[src/rtl/wdt_pkg.sv]
package wdt_pkg;
   typedef enum logic {
      BASE_SHORT = 1'b0,
      BASE_LONG  = 1'b1
   } base_e;

   function automatic int unsigned max_u(input int unsigned a, input int unsigned b);
      return (a > b) ? a : b;
   endfunction
endpackage

[src/rtl/wdt_prescaler.sv]
module wdt_prescaler
   import wdt_pkg::*;
#(
   parameter int unsigned TICK_SHORT = 150000,
   parameter int unsigned TICK_LONG  = 2500000
) (
   input  logic  clk,
   input  logic  rst_n,
   input  logic  run,
   input  logic  restart,
   input  base_e base_sel,
   output logic  tick
);
   localparam int unsigned TMAX = max_u(TICK_SHORT, TICK_LONG);
   localparam int unsigned PW   = $clog2(TMAX + 1);

   logic [PW-1:0] pre_cnt;
   logic [PW-1:0] limit_m1;

   always_comb begin
      if (base_sel == BASE_LONG) limit_m1 = PW'(TICK_LONG - 1);
      else                       limit_m1 = PW'(TICK_SHORT - 1);
   end

   assign tick = run && !restart && (pre_cnt == limit_m1);

   always_ff @(posedge clk or negedge rst_n) begin
      if (!rst_n)       pre_cnt <= '0;
      else if (restart) pre_cnt <= '0;
      else if (run)     pre_cnt <= tick ? '0 : pre_cnt + 1'b1;
   end


   pre_in_range_chk: assert property (@(posedge clk) disable iff (!rst_n)
      pre_cnt <= limit_m1 || $past(restart) == 1'b0);


   pre_hold_chk: assert property (@(posedge clk) disable iff (!rst_n)
      (!run && !restart) |=> $stable(pre_cnt));
endmodule

[src/rtl/wdt_countdown.sv]
module wdt_countdown
   import wdt_pkg::*;
#(
   parameter int unsigned FIELD_W = 5,
   localparam int unsigned CW     = FIELD_W + 1
) (
   input  logic               clk,
   input  logic               rst_n,
   input  logic               enable,
   input  logic               kick,
   input  logic               clr,
   input  logic [FIELD_W-1:0] field,
   input  logic               base_long,
   input  logic               tick,
   output logic [CW-1:0]      count,
   output logic               expired,
   output logic               run,
   output base_e              base_q
);
   logic hit_zero;

   assign run      = enable && (count != '0);
   assign hit_zero = tick && (count == CW'(1));

   always_ff @(posedge clk or negedge rst_n) begin
      if (!rst_n) begin
         count  <= '0;
         base_q <= BASE_SHORT;
      end else if (kick) begin
         count  <= {1'b0, field} + CW'(1);
         base_q <= base_e'(base_long);
      end else if (tick) begin
         count  <= count - 1'b1;
      end
   end

   always_ff @(posedge clk or negedge rst_n) begin
      if (!rst_n)        expired <= 1'b0;
      else if (hit_zero) expired <= 1'b1;
      else if (clr)      expired <= 1'b0;
   end


   count_max_chk: assert property (@(posedge clk) disable iff (!rst_n)
      count <= CW'(1 << FIELD_W));


   expire_on_zero_chk: assert property (@(posedge clk) disable iff (!rst_n)
      ($past(count) == CW'(1) && count == '0) |-> expired);


   rest_at_zero_chk: assert property (@(posedge clk) disable iff (!rst_n)
      (count == '0 && !kick) |=> count == '0);


   sticky_chk: assert property (@(posedge clk) disable iff (!rst_n)
      (expired && !clr) |=> expired);


   freeze_chk: assert property (@(posedge clk) disable iff (!rst_n)
      (!enable && !kick) |=> $stable(count));
endmodule

[src/rtl/wdt_freq_select.sv]
module wdt_freq_select #(
   parameter int unsigned FREQ_W     = 5,
   parameter bit          LATCH_PINS = 1'b1
) (
   input  logic              clk,
   input  logic              rst_n,
   input  logic              override_sw,
   input  logic [FREQ_W-1:0] pins,
   input  logic [FREQ_W-1:0] sw_code,
   output logic [FREQ_W-1:0] pins_q,
   output logic [FREQ_W-1:0] code
);
   generate
      if (LATCH_PINS) begin : g_latched
         logic captured;
         always_ff @(posedge clk or negedge rst_n) begin
            if (!rst_n) begin
               captured <= 1'b0;
               pins_q   <= '0;
            end else if (!captured) begin
               captured <= 1'b1;
               pins_q   <= pins;
            end
         end


         pins_hold_chk: assert property (@(posedge clk) disable iff (!rst_n)
            captured |=> $stable(pins_q));
      end else begin : g_direct
         assign pins_q = pins;
      end
   endgenerate

   assign code = override_sw ? sw_code : pins_q;
endmodule

[src/rtl/prescaled_wdog.sv]
module prescaled_wdog
   import wdt_pkg::*;
#(
   parameter int unsigned FIELD_W    = 5,
   parameter int unsigned FREQ_W     = 5,
   parameter int unsigned TICK_SHORT = 150000,
   parameter int unsigned TICK_LONG  = 2500000,
   parameter bit          LATCH_PINS = 1'b1
) (
   input  logic               clk,
   input  logic               rst_n,
   input  logic               enable,
   input  logic [FIELD_W-1:0] tmo_field,
   input  logic               base_long,
   input  logic               kick,
   input  logic               clr_expired,
   input  logic               freq_override,
   input  logic [FREQ_W-1:0]  freq_pins,
   input  logic [FREQ_W-1:0]  sw_freq,
   output logic [FIELD_W:0]   wd_count,
   output logic               wd_expired,
   output logic [FREQ_W-1:0]  pins_latched,
   output logic [FREQ_W-1:0]  freq_code
);
   generate
      if (FIELD_W < 1 || FIELD_W > 16) begin : g_bad_field
         $error("FIELD_W out of range");
      end
      if (TICK_SHORT < 1 || TICK_LONG < 1) begin : g_bad_tick
         $error("tick periods must be at least one cycle");
      end
      if (FREQ_W < 1) begin : g_bad_freq
         $error("FREQ_W must be positive");
      end
   endgenerate

   logic  tick;
   logic  run;
   base_e base_q;

   wdt_prescaler #(
      .TICK_SHORT(TICK_SHORT),
      .TICK_LONG (TICK_LONG)
   ) u_pre (
      .clk     (clk),
      .rst_n   (rst_n),
      .run     (run),
      .restart (kick),
      .base_sel(base_q),
      .tick    (tick)
   );

   wdt_countdown #(
      .FIELD_W(FIELD_W)
   ) u_cnt (
      .clk      (clk),
      .rst_n    (rst_n),
      .enable   (enable),
      .kick     (kick),
      .clr      (clr_expired),
      .field    (tmo_field),
      .base_long(base_long),
      .tick     (tick),
      .count    (wd_count),
      .expired  (wd_expired),
      .run      (run),
      .base_q   (base_q)
   );

   wdt_freq_select #(
      .FREQ_W    (FREQ_W),
      .LATCH_PINS(LATCH_PINS)
   ) u_freq (
      .clk        (clk),
      .rst_n      (rst_n),
      .override_sw(freq_override),
      .pins       (freq_pins),
      .sw_code    (sw_freq),
      .pins_q     (pins_latched),
      .code       (freq_code)
   );


   code_src_chk: assert property (@(posedge clk) disable iff (!rst_n)
      freq_override |-> freq_code == sw_freq);
endmodule

[config.mk]
export PLATFORM = sky130hd
export DESIGN_NAME = prescaled_wdog
export DESIGN_NICKNAME = d
export VERILOG_FILES = /design/src/rtl/wdt_pkg.sv /design/src/rtl/wdt_prescaler.sv /design/src/rtl/wdt_countdown.sv /design/src/rtl/wdt_freq_select.sv /design/src/rtl/prescaled_wdog.sv
export SDC_FILE = /design/constraint.sdc
export NUM_CORES = 1
export LEC_CHECK = 0
export BUFFER_PORTS_ARGS = -buffer_cell sky130_fd_sc_hd__buf_4
export CAP_MARGIN = 20
export CORE_ASPECT_RATIO = 0.6
export CORE_UTILIZATION = 35
export CTS_CLUSTER_SIZE = 30
export DETAILED_ROUTE_END_ITERATION = 8
export GPL_TIMING_DRIVEN = 0
export SLEW_MARGIN = 20
export SYNTH_ARGS = -nofsm -noshare
export SYNTH_HDL_FRONTEND = slang
export SYNTH_SLANG_ARGS = --single-unit
[constraint.sdc]
create_clock -name clk -period 2.2 [get_ports clk]
set_input_delay 0.22 -clock clk [delete_from_list [all_inputs] [get_ports clk]]
set_output_delay 0.22 -clock clk [all_outputs]
set_load 0.1 [all_outputs]
==> results.yml <==
timing:
  fin_crit_ps: 2290
  hold_ws_ps: 153
  rsz0062_at_grt: "yes"
  slew_viol_final: 0
  skew_ps: 9.58
  tightestPinTransition_ps: 848
  fmax_mhz: 437
  fin_crit_sh_pct: 104
  slew_headroom_pct: 43.2
  finalWorstSetupSlack_ps: -89.1
  hold_viol: 0
  setup_viol: 25
logic_synthesis:
  ys_seq_area_share_pct: 42.1
  synth-edff-count: 0
  ys_types: 48
  synthTopCellsByArea: "dfrtp_1 (42%), mux2_2 (6.3%), xor2_1 (4.9%), nand2_1 (3.7%), nor2_1 (3.3%)"
  yosysTopAreaCell: "dfrtp_1"
  netlist_instances: 222
  synth_top_area_share_pct: 42.1
  ys_warn_count: 0
  synth_ff_type: "dfrtp_1"
  async_flop_share_pct: 100
  syn_area_um2: 2140
  syn_area_per_cell_um2: 9.63
  synth_fp_nets: 249
  ys_ff_latch: 36
floorplanning:
  die_w_um: 103
  coreArea_um2: 5730
  io_pins: 39
  die_h_um: 62.5
  row_count: 21
  die-area_um2: 6440
  initial_core_util_pct: 37.3
power:
  p_sw_uw: 608
  power_frac_seq_pct: 36.3
  power_uw: 1990
  p_leak_uw: 0.00118
  netSwitchingFraction_pct: 30.6
  clock_power_share_pct: 41.6
  vdd_drop_max_uv: 330
  p_per_area_nw_per_um2: 693
  intPower_uw: 1380
  pwr-share-comb_pct: 22.1
detailed_routing:
  dr.pass1.iters: 5
  wl_per_cell_um: 16.2
  final_antenna_net_count: 0
  viasPerCell: 5.37
  totalWireLength_um: 5740
  route.detailed.drc: 0
  drtIter0Drc: 120
  dr_total_vias: 1907
finish:
  area_delta_synth_final_pct: 34.2
  drive_gt1_share_pct: 35.3
  final_util_pct: 50.1
  final_cell_mix: "buf_4 (43), dfrtp_1 (29), nand2_1 (20)"
  multi_input_area_um2: 1260
  antenna_cells: 0
  instances_no_fill: 355
  fin_nets: 301
  seq_area_um2: 910
  final_common_cell: "buf_4"
  fill_cells: 552
setup_path:
  endpoint_kind: "flip-flop"
  cpMostUsedCell: "o31a_1"
  critPathRequiredTime_ps: 2390
  rr_endpoint: "u_cnt.count[3]"
  reg2reg_from: "u_pre.pre_cnt[1]"
  path_max_fanout: 6
  slowest_stage: "a2111o_1"
  cp_slowest_stage_delay_ps: 530
  worstPathCellList: "ha_4 -> nand3_4 -> or4_4 -> a2111o_1 -> o31a_1 -> o31a_1"
  setup.worst_path.start_class: "flip-flop"
  rr_worst_depth: 6
  critPathArrivalTime_ps: 2480
  reg2reg_slack_ps: -90
  worstSetupPathType: "reg -> reg"
grt:
  overflow: 0
  antenna_found_initial: 0
  grt_pass1_wl_um: 9200
  grt_max_degree: 37
  grt_pass1_vias: 1717
  track_usage_pct: 18.8
worst_hold_path:
  hold_path.startpoint: "freq_pins[3]"
  holdPathEnd: "u_freq.pins_q[3]"
  hold_path_class: "in -> reg"
  whs_path_depth: 2
placed_design:
  place_ws_ps: -246
  dp_hpwl_um: 3870
  place.gp.congestion: 0.760
  portBuffers: 38
  dpl.cell_count: 340
cts:
  clk_path_buf_depth: 2
  cts_tree: "done"
  clk_latency_ps: 300
  cts_buffers: 5
  cts_root_buf: "clkbuf_8"
  clkSlewWorstSetupHoldPaths_ps: 80
  htree_levels: 2
  clock-sinks: 36
outcome:
  status: "finished, violations left"
  violations: "negative setup slack"
job:
  drv_cap: 0
## synthesized netlist by cell type, drive strengths merged (2+ instances only)
master   n
a21oi    4
a31oi    7
and2     8
and3     3
and4     2
buf      3
clkbuf   5
dfrtp   36
ha       5
inv      3
mux2    12
nand2   21
nand2b   3
nand3   15
nand3b   2
nand4    9
nand4b   3
nor2    19
nor3    10
nor4     4
o21a     2
o21ai    6
o31a     3
o31ai    2
or3      3
or4b     2
xnor2    3
xor2    12
## power by group through the flow
| stage | Clock (uW) | Combinational (uW) | Sequential (uW) |
|---|---|---|---|
| finish | 827 | 440 | 721 |
| global route | 877 | 463 | 724 |
| CTS | 843 | 441 | 720 |
| detailed placement | 0 | 430 | 733 |
| global placement | 0 | 428 | 732 |
| floorplan | 0 | 167 | 870 |
## routing by layer
| metal | track usage (%) | vias to the layer above | wire [um] |
|---|---|---|---|
| met4 | 3.70 | 0 | 33 |
| li1 | - | 926 | - |
| met3 | 4.25 | 4 | 444 |
| met5 | 0 | - | 0 |
| met2 | 23.0 | 59 | 2230 |
| met1 | 32.0 | 918 | 3030 |
## worst max-delay path: cells and delay by family (launching register included)
kind,cells,cell delay (ps)
flip-flops,1,400
AO/OA/AOI/OAI,3,1100
adder cells (fa/ha/maj),1,170
AND/OR/NAND/NOR,2,510
## cell families after synthesis
logic type	count (synthesis)	share of synthesized area [%]
AND/OR/NAND/NOR	108	27.2
flip-flops	36	42.1
multiplexers	12	6.32
XOR/XNOR	15	6.14
adder cells (fa/ha/maj)	5	2.93
buffers and inverters	11	3.63
AO/OA/AOI/OAI	34	11.5
other	1	0.175
## final cells by class
cell class	instances	share of cell area (%)
Multi-Input combinational cell	176	44.0
Buffer	7	2.44
Timing Repair Buffer	45	12.4
Clock inverter	3	3.14
Sequential cell	36	31.7
Inverter	3	0.392
Tap cell	80	3.49
Clock buffer	5	2.40
## sequential cells by signal, indices dropped and copies added (netlist names)
name and cells:
u_freq.g_latched.captured 1, u_freq.pins_q 5, u_cnt.expired 1, u_cnt.count 6, u_pre.pre_cnt 22, u_cnt.base_q 1
## metrics by stage
stage,cell area [um2],setup TNS (ps)
6_report,2870,-803
5_1_grt,2870,-2340
4_1_cts,2800,-396
3_5_place_dp,2530,-5100
3_3_place_gp,2530,-4860
2_1_floorplan,2150,0
## what timing repair did
item | 4_1_cts | 5_1_grt
gates resized for setup | 10 | 11
pin swaps | 4 | 9
hold buffers | 1 | 0
buffers inserted | 4 | 0
endpoints found under the hold margin | 36 | 0
endpoints found under the setup margin | 27 | 25
gates cloned | 2 | 1
## worst max path at each step
stage / from / to
after floorplan: u_pre.pre_cnt[0] / u_cnt.count[3]
after global placement: u_pre.pre_cnt[0] / u_pre.pre_cnt[14]
final: u_pre.pre_cnt[1] / u_cnt.count[3]
after global routing: u_pre.pre_cnt[1] / u_pre.pre_cnt[3]
after detailed placement: u_pre.pre_cnt[0] / u_pre.pre_cnt[12]
after CTS: u_pre.pre_cnt[0] / u_pre.pre_cnt[3]
(Power assumes the default switching activity.)
